$ cat src/rtl/step_guard_pkg.sv
package step_guard_pkg;

  localparam int NUM_STATES = 4;
  localparam int BASE_W     = 2;

  // Legal controller states; the forward order is a ring
  typedef enum logic [BASE_W-1:0] {
    ST_IDLE  = 2'd0,
    ST_LOAD  = 2'd1,
    ST_SHIFT = 2'd2,
    ST_STOP  = 2'd3
  } txState_e;

  // Strobes from control to datapath
  typedef struct packed {
    logic takeSample;   // store current code as the new previous code
    logic raiseViol;    // current sample is an offending one
  } guardStrobe_t;

endpackage

$ cat src/rtl/step_guard_ctrl.sv
module step_guard_ctrl
  import step_guard_pkg::*;
#(
  parameter int CODE_W = 2
) (
  input  logic              clk,
  input  logic              rstN,
  input  logic              stateValid,
  input  logic [CODE_W-1:0] curCode,
  input  logic [CODE_W-1:0] prevCode,
  output guardStrobe_t      strobe
);

  localparam int EXT_W = CODE_W + 1;

  logic havePrev;
  logic curKnown;
  logic stepOk;

  function automatic logic isKnown(input logic [CODE_W-1:0] code);
    return {1'b0, code} < EXT_W'(NUM_STATES);
  endfunction

  function automatic txState_e succOf(input txState_e s);
    txState_e n;
    unique case (s)
      ST_IDLE:  n = ST_LOAD;
      ST_LOAD:  n = ST_SHIFT;
      ST_SHIFT: n = ST_STOP;
      ST_STOP:  n = ST_IDLE;
    endcase
    return n;
  endfunction

  function automatic logic isPermitted(input logic [CODE_W-1:0] p,
                                       input logic [CODE_W-1:0] c);
    txState_e ps;
    txState_e cs;
    ps = txState_e'(p[BASE_W-1:0]);
    cs = txState_e'(c[BASE_W-1:0]);
    return isKnown(p) && isKnown(c) && ((cs == ps) || (cs == succOf(ps)));
  endfunction

  always_comb begin
    curKnown          = isKnown(curCode);
    stepOk            = isPermitted(prevCode, curCode);
    strobe.takeSample = stateValid;
    strobe.raiseViol  = stateValid && (!curKnown || (havePrev && !stepOk));
  end

  always_ff @(posedge clk or negedge rstN) begin
    if (!rstN)           havePrev <= 1'b0;
    else if (stateValid) havePrev <= 1'b1;
  end

  // a skip from idle straight to shift must be raised
  a_r4_skip_raised: assert property (@(posedge clk) disable iff (!rstN)
    (havePrev && stateValid && prevCode == CODE_W'(0) && curCode == CODE_W'(2))
      |-> strobe.raiseViol);

  // wrap from stop back to idle is clean
  a_r3_wrap_clean: assert property (@(posedge clk) disable iff (!rstN)
    (havePrev && stateValid && prevCode == CODE_W'(3) && curCode == CODE_W'(0))
      |-> !strobe.raiseViol);

  // the first valid legal sample is never raised
  a_r6_first_quiet: assert property (@(posedge clk) disable iff (!rstN)
    (!havePrev && stateValid && curCode == CODE_W'(2)) |-> !strobe.raiseViol);

endmodule

$ cat src/rtl/step_guard_dp.sv
module step_guard_dp
  import step_guard_pkg::*;
#(
  parameter int CODE_W = 2
) (
  input  logic              clk,
  input  logic              rstN,
  input  logic [CODE_W-1:0] stateCode,
  input  guardStrobe_t      strobe,
  output logic [CODE_W-1:0] prevCode,
  output logic              violSticky,
  output logic              violPulse,
  output logic [CODE_W-1:0] violPrev,
  output logic [CODE_W-1:0] violNext
);

  always_ff @(posedge clk or negedge rstN) begin
    if (!rstN) begin
      prevCode   <= '0;
      violSticky <= 1'b0;
      violPulse  <= 1'b0;
      violPrev   <= '0;
      violNext   <= '0;
    end else begin
      violPulse <= strobe.raiseViol;
      if (strobe.takeSample) prevCode <= stateCode;
      if (strobe.raiseViol) begin
        violSticky <= 1'b1;
        if (!violSticky) begin
          violPrev <= prevCode;
          violNext <= stateCode;
        end
      end
    end
  end

  // sticky flag never drops before reset
  a_r9_sticky_holds: assert property (@(posedge clk) disable iff (!rstN)
    violSticky |=> violSticky);

  // any pulse is accompanied by the sticky flag
  a_r8_pulse_sticky: assert property (@(posedge clk) disable iff (!rstN)
    violPulse |-> violSticky);

  // captured codes are frozen once the flag is set
  a_r10_capture_frozen: assert property (@(posedge clk) disable iff (!rstN)
    violSticky |=> ($stable(violPrev) && $stable(violNext)));

endmodule

$ cat src/rtl/step_guard.sv
module step_guard
  import step_guard_pkg::*;
#(
  parameter int CODE_W = 2
) (
  input  logic              clk,
  input  logic              rstN,
  input  logic [CODE_W-1:0] stateCode,
  input  logic              stateValid,
  output logic              violSticky,
  output logic              violPulse,
  output logic [CODE_W-1:0] violPrev,
  output logic [CODE_W-1:0] violNext
);

  localparam int EXT_W = CODE_W + 1;

  guardStrobe_t      strobe;
  logic [CODE_W-1:0] prevCode;

  step_guard_ctrl #(.CODE_W(CODE_W)) u_ctrl (
    .clk        (clk),
    .rstN       (rstN),
    .stateValid (stateValid),
    .curCode    (stateCode),
    .prevCode   (prevCode),
    .strobe     (strobe)
  );

  step_guard_dp #(.CODE_W(CODE_W)) u_dp (
    .clk        (clk),
    .rstN       (rstN),
    .stateCode  (stateCode),
    .strobe     (strobe),
    .prevCode   (prevCode),
    .violSticky (violSticky),
    .violPulse  (violPulse),
    .violPrev   (violPrev),
    .violNext   (violNext)
  );

  // an unknown code on a valid cycle pulses on the next cycle
  a_r5_unknown_pulses: assert property (@(posedge clk) disable iff (!rstN)
    (stateValid && ({1'b0, stateCode} >= EXT_W'(NUM_STATES))) |=> violPulse);

  // a cycle with the qualifier low never produces a pulse
  a_r7_gap_quiet: assert property (@(posedge clk) disable iff (!rstN)
    !stateValid |=> !violPulse);

endmodule

$ cat config.mk
export PLATFORM = sky130hd
export DESIGN_NAME = step_guard
export DESIGN_NICKNAME = d
export VERILOG_FILES = /design/src/rtl/step_guard_pkg.sv /design/src/rtl/step_guard_ctrl.sv /design/src/rtl/step_guard_dp.sv /design/src/rtl/step_guard.sv
export SDC_FILE = /design/constraint.sdc
export NUM_CORES = 1
export LEC_CHECK = 0
export BUFFER_PORTS_ARGS = -buffer_cell sky130_fd_sc_hd__buf_2
export CAP_MARGIN = 20
export CORE_AREA = 10 10 47 49
export DETAILED_ROUTE_END_ITERATION = 8
export DIE_AREA = 0 0 57 59
export GPL_ROUTABILITY_DRIVEN = 0
export PLACE_DENSITY = 0.52
export RECOVER_POWER = 100
export REMOVE_ABC_BUFFERS = 1
export SETUP_SLACK_MARGIN = 0.15
export SLEW_MARGIN = 20
export SYNTH_ARGS = -nofsm -noshare
export SYNTH_HDL_FRONTEND = slang
export SYNTH_SLANG_ARGS = --single-unit
export TNS_END_PERCENT = 50
$ cat constraint.sdc
create_clock -name clk -period 1.9 [get_ports clk]
set_input_delay 0.57 -clock clk [delete_from_list [all_inputs] [get_ports clk]]
set_output_delay 0.57 -clock clk [all_outputs]
set_load 0.005 [all_outputs]
==> flow_summary.yaml, run 1 <==
floorplanning:
  core_mm2: 0.001401
  dieArea_mm2: 0.003363
  die_y_um: 59
  fp.dieW_um: 57
  core.rowCount: 14
  initial_core_util: 0.3116
  pin_count: 11
clock_tree:
  ctsResizeCount: 0
  cts-root-buf: "clkbuf_4"
  numCtsBuffers: 3
  clock-sinks: 9
  cts_tree: "done"
  cts_setup_buffers: 0
  htreeDepth: 1
  path_clk_slew_ns: 0.06
  clock_latency_ns: 0.26
  clk_path_buf_depth: 2
  hold_buffers: 0
synthesis:
  netlist_area_um2: 436.7
  syn_area_per_cell_um2: 12.84
  synth_cells: 34
  ys_types: 16
  ys_ff_latch: 9
  yosys_warnings: 0
  synth-seq-area-share: 0.5158
cells_and_area:
  area.growth.synth_to_final_pct: 17.19
  num-fill-cells: 160
  drive_above_1_share: 0.2292
  finish.utilization: 0.3652
  fin_area_um2: 511.7
  layout.nets: 56
  final_cell_mix: "clkbuf_1, dfrtp_1"
  antennaDiodeCount: 0
critical_path:
  cp-start-kind: "flip-flop"
  crit_path_end_kind: "flip-flop"
  critPathLaunch: "u_dp.prevCode[0]"
  cp_max_fo: 4
  arrival_ns: 1.75
  reg2reg_from: "u_dp.prevCode[0]"
  critical_path_class: "reg -> reg"
  cp_data_required_time_ns: 2.04
timing:
  rsz0062_at_grt: "false"
  worst_pin_slew_ns: 0.5073
  holdWs_ns: 0.2485
  finalClockSkew_ns: 0.001465
  setup_viol: 0
  min_period_over_period: 0.8510
  hold_viol_final: 0
  timing_max_transition_violations_final: 0
  tns_ns: 0
  period_minus_slack_ns: 1.617
  fmax_mhz: 618.5
  slew_headroom: 0.6618
routing:
  routedWlPerCell_um: 12.73
  vias_per_cell: 4.453
  totalWireLength_um: 815
  vias: 285
  drt_iter0_drc: 0
  first_pass_iters: 1
  ant_nets: 0
  drc_errors: 0
grt:
  grt_usage: 0.05531
  grt_pass1_vias: 319
  antenna_found_initial: 0
  overflow: 0
  grt_pass1_wl_um: 1400
  grt_max_degree: 10
min_path:
  min_path_type: "in -> async"
flow_run:
  maxCapViolCount: 0
place:
  io_buffers: 10
  dpl-instance-area_um2: 506.7
  dp.final_hpwl_um: 640.8
pwr:
  power_leakage_nw: 0.2214
  power_density_mw_per_mm2: 1032
  irDropWorstVdd_v: 0.0003684
outcome:
  status: "completed"
final cells by class:
type | count | area, µm² | area share
Clock buffer | 4 | 26.28 | 0.05134
Inverter | 2 | 7.507 | 0.01467
Multi-Input combinational cell | 23 | 192.7 | 0.3765
Sequential cell | 9 | 225.2 | 0.4401
Tap cell | 16 | 20.02 | 0.03912
Timing Repair Buffer | 10 | 40.04 | 0.07824
final timing paths:
path                                         end  slack [ns]  cells past startpoint
worst max-delay path            u_dp.violNext[1]        0.28                      6
max in group asynchronous        u_dp.violSticky        1.31                      1
worst max register to register  u_dp.violNext[1]        0.28                      6
worst min-delay path            u_dp.violPrev[1]        0.25                      1
min in group clk                 u_ctrl.havePrev        0.47                      1
worst min register to register   u_ctrl.havePrev        0.47                      1
metrics by stage:
step	worst slack [ns]	instances	power (W)
after floorplan	0.3684	34	0.0003511
after global placement	0.3074	60	0.0004124
final	0.2831	64	0.0005280
after detailed placement	0.2831	60	0.0004169
after CTS	0.2785	64	0.0005692
after global routing	0.1575	64	0.0005759
layer usage:
metal  track usage  wire [µm]  part of all wire  up-vias
li1              -          -                 -      140
met1       0.05825        392              0.48      129
met2       0.07597        332              0.41       13
met3       0.03863         72             0.088        3
met4       0.04027         18             0.022        0
met5             0          0                 0        -
sequential cells by signal, indices dropped and copies added (netlist names):
name,cells
u_dp.violPulse,1
u_dp.prevCode,2
u_dp.violPrev,2
u_dp.violNext,2
u_dp.violSticky,1
u_ctrl.havePrev,1
kinds of logic (layout without fill, tap and decap cells):
logic type | Yosys count | in the layout | share of synthesized area
compound gates | 4 | 4 | 0.06018
xor+xnor | 3 | 3 | 0.06018
fa+ha+maj | 2 | 2 | 0.05730
buf+inv | 2 | 16 | 0.01720
flops | 9 | 9 | 0.5158
mux | 4 | 4 | 0.1375
simple gates | 10 | 10 | 0.1519
worst max-delay path, stage by stage (launching register included):
cell     delay [ns]
dfrtp_1        0.37
inv_1          0.08
ha_1           0.21
o21a_1         0.20
o21ai_2        0.19
nand3_4        0.12
mux2_1         0.33
cells in the mapped netlist:
cell / instances / share of area
and3b_2: 1 / 0.023
dfrtp_1: 9 / 0.52
ha_1: 2 / 0.057
inv_1: 2 / 0.017
mux2_4: 4 / 0.14
nand2_1: 3 / 0.026
nand2_2: 1 / 0.014
nand3_4: 1 / 0.040
nor2_1: 1 / 0.0086
nor3_1: 1 / 0.011
o21a_1: 1 / 0.017
o21ai_0: 2 / 0.023
o21ai_2: 1 / 0.020
or2_1: 1 / 0.014
or2_2: 1 / 0.014
xnor2_1: 3 / 0.060
power by group:
group	switching [W]	internal [W]
logic	0.0000607	0.0000620
clock network	0.0000662	0.0000809
registers	0.0000240	0.000234
Power figures use the tool's default switching activity.
==> inputs of run 2 (changes only) <==
- ABC_AREA: not set -> 1
- CTS_BUF_LIST: not set -> sky130_fd_sc_hd__clkbuf_4 sky130_fd_sc_hd__clkbuf_8
- PLACE_DENSITY: 0.52 -> 0.54
==> flow_summary.yaml, run 2 <==
outcome:
  status: "completed"
grt:
  antenna_found_initial: 0
  overflow: 0
  grt_max_degree: 10
  grt_usage: 0.06049
  grt_pass1_wl_um: 1559
  grt_pass1_vias: 372
cells_and_area:
  layout.nets: 77
  stdcell_count: 85
  layout_commonest_cell: "nand2_1"
  reg.largest.list: "u_dp.prevCode: 2 flops, u_dp.violNext: 2 flops, u_dp.violPrev: 2 flops"
  area.growth.synth_to_final_pct: 16.84
  final_cell_mix: "nand2_1, dfrtp_1, clkbuf_1"
  antennaDiodeCount: 0
  fin_area_um2: 546.8
  drive_above_1_share: 0.1739
  num-fill-cells: 166
synthesis:
  post_synth_most_frequent_cells: "nand2_1, dfrtp_1, inv_1"
  synthArstFlopShare: 1.000
  synth_xor_area_frac: 0
  synth_compound_area_frac: 0.07487
  synthFlopType: "dfrtp_1"
  syn_area_per_cell_um2: 8.508
  ys_types: 14
  synth_adder_area_share: 0.05348
  synthTopCellsByArea: "dfrtp_1, nand2_1, inv_1"
  yosys-mux-area-fraction: 0
  netlist_area_um2: 467.9
  yosysMostFrequentCell: "nand2_1"
  synth_top_family_by_area: "simple AND/OR/NAND/NOR gates"
  synth_cells: 55
  synth_top_area_share: 0.4813
  yosysTopAreaCell: "dfrtp_1"
  yosys_warnings: 0
  synth-simple-area-share: 0.3262
  ys_ff_latch: 9
  synth_edf_count: 0
  synth-seq-area-share: 0.4813
floorplanning:
  fp.dieW_um: 57
  die_y_um: 59
  core_mm2: 0.001401
  pin_count: 11
  dieArea_mm2: 0.003363
  core.rowCount: 14
  initial_core_util: 0.3339
clock_tree:
  clock-sinks: 9
  path_clk_slew_ns: 0.06
  clk_path_buf_depth: 2
  numCtsBuffers: 3
  clock_latency_ns: 0.26
  ctsResizeCount: 0
  cts-root-buf: "clkbuf_4"
  hold_buffers: 0
  cts_tree: "done"
  htreeDepth: 1
  cts_setup_buffers: 0
timing:
  slew_headroom: 0.6814
  timing_max_transition_violations_final: 0
  rsz0062_at_grt: "false"
  fmax_mhz: 662.4
  worst_pin_slew_ns: 0.4779
  setup_viol: 0
  hold_viol_final: 0
  min_period_over_period: 0.7946
  period_minus_slack_ns: 1.510
  finalClockSkew_ns: 0.003145
  tns_ns: 0
routing:
  vias: 374
  routedWlPerCell_um: 10.99
  drc_errors: 0
  vias_per_cell: 4.400
  drt_iter0_drc: 8
  ant_nets: 0
  first_pass_iters: 2
  totalWireLength_um: 934
critical_path:
  crit_slowest_cell: "dfrtp_1"
  worst-path-buf-inv: 2
  cp-start-kind: "flip-flop"
  cp_common_cell: "nand2_1"
  cp_max_fo: 6
  path_delay_family: "simple AND/OR/NAND/NOR gates"
  cp_cell_sequence: "inv_1 -> ha_1 -> inv_1 -> nand2_1 -> nand2_1 -> nand3_1 -> nand4_1 -> nand2_1 -> nand2_1"
  cp_data_required_time_ns: 2.05
  crit_path_max_incr_delay_ns: 0.40
  arrival_ns: 1.66
  critical_path_class: "reg -> reg"
  ff2ff_setup_slack_ns: 0.39
  crit_path_end_kind: "flip-flop"
place:
  dp.final_hpwl_um: 754.8
  io_buffers: 10
  dpl-instance-area_um2: 538.0
  dp_cells: 81
flow_run:
  maxCapViolCount: 0
pwr:
  power_density_mw_per_mm2: 781.5
  power_leakage_nw: 0.2949
  irDropWorstVdd_v: 0.0003879
min_path:
  min_path_type: "in -> async"
[run 2: changes by cell type after synthesis, moves of 3 or more]
cell / previous run / this run
xnor2_1: 3 / 0
mux2_4: 4 / 0
nand2_1: 3 / 22
inv_1: 2 / 7
nand4_1: 0 / 4
[run 2: logic make-up (layout without fill, tap and decap cells)]
group / Yosys count / count (layout)
AOI/OAI and AO/OA: 4 / 4
adders and majority gates: 2 / 2
buffers and inverters: 8 / 22
DFF: 9 / 9
and+or+nand+nor: 32 / 32
[run 2: final timing paths]
check,start,end,cells after the start
max,u_dp.prevCode[1],u_dp.violNext[1],9
min,rstN,u_dp.violNext[1],1
max reg2reg,u_dp.prevCode[1],u_dp.violNext[1],9
min reg2reg,u_ctrl.havePrev,u_ctrl.havePrev,1
max in group asynchronous,rstN,u_dp.prevCode[1],1
min in group clk,u_ctrl.havePrev,u_ctrl.havePrev,1
[run 2: power by group]
group	switching [W]	internal [W]
clock	0.0000654	0.0000951
sequential	0.00000421	0.000198
combinational	0.0000431	0.0000213
[run 2: area by class of cell]
class	instances	area, µm²	share of cell area
repair buffers	10	40.04	0.07323
multi-input cells	38	201.4	0.3684
flip-flops and latches	9	225.2	0.4119
well taps	16	20.02	0.03661
clock buffers	4	30.03	0.05492
inverters	8	30.03	0.05492
[run 2: metal layers]
layer / vias up / track usage / wire length [µm]
li1: 201 / - / -
met1: 165 / 0.06053 / 407
met2: 8 / 0.09147 / 439
met3: 0 / 0.05150 / 88
met4: 0 / 0.02013 / 0
met5: - / 0 / 0
[run 2: metrics by stage]
stage | hold WS (ns) | total power (W) | utilization | setup WS [ns]
after floorplan | 0.2744 | 0.0002534 | - | 0.6317
after global placement | 0.4283 | 0.0002756 | 0.3839 | 0.5069
after detailed placement | 0.4310 | 0.0002761 | 0.3839 | 0.4821
after CTS | 0.1472 | 0.0004395 | 0.4054 | 0.4886
after global routing | 0.2567 | 0.0004552 | 0.3902 | 0.2405
final | 0.2349 | 0.0004273 | 0.3902 | 0.3903
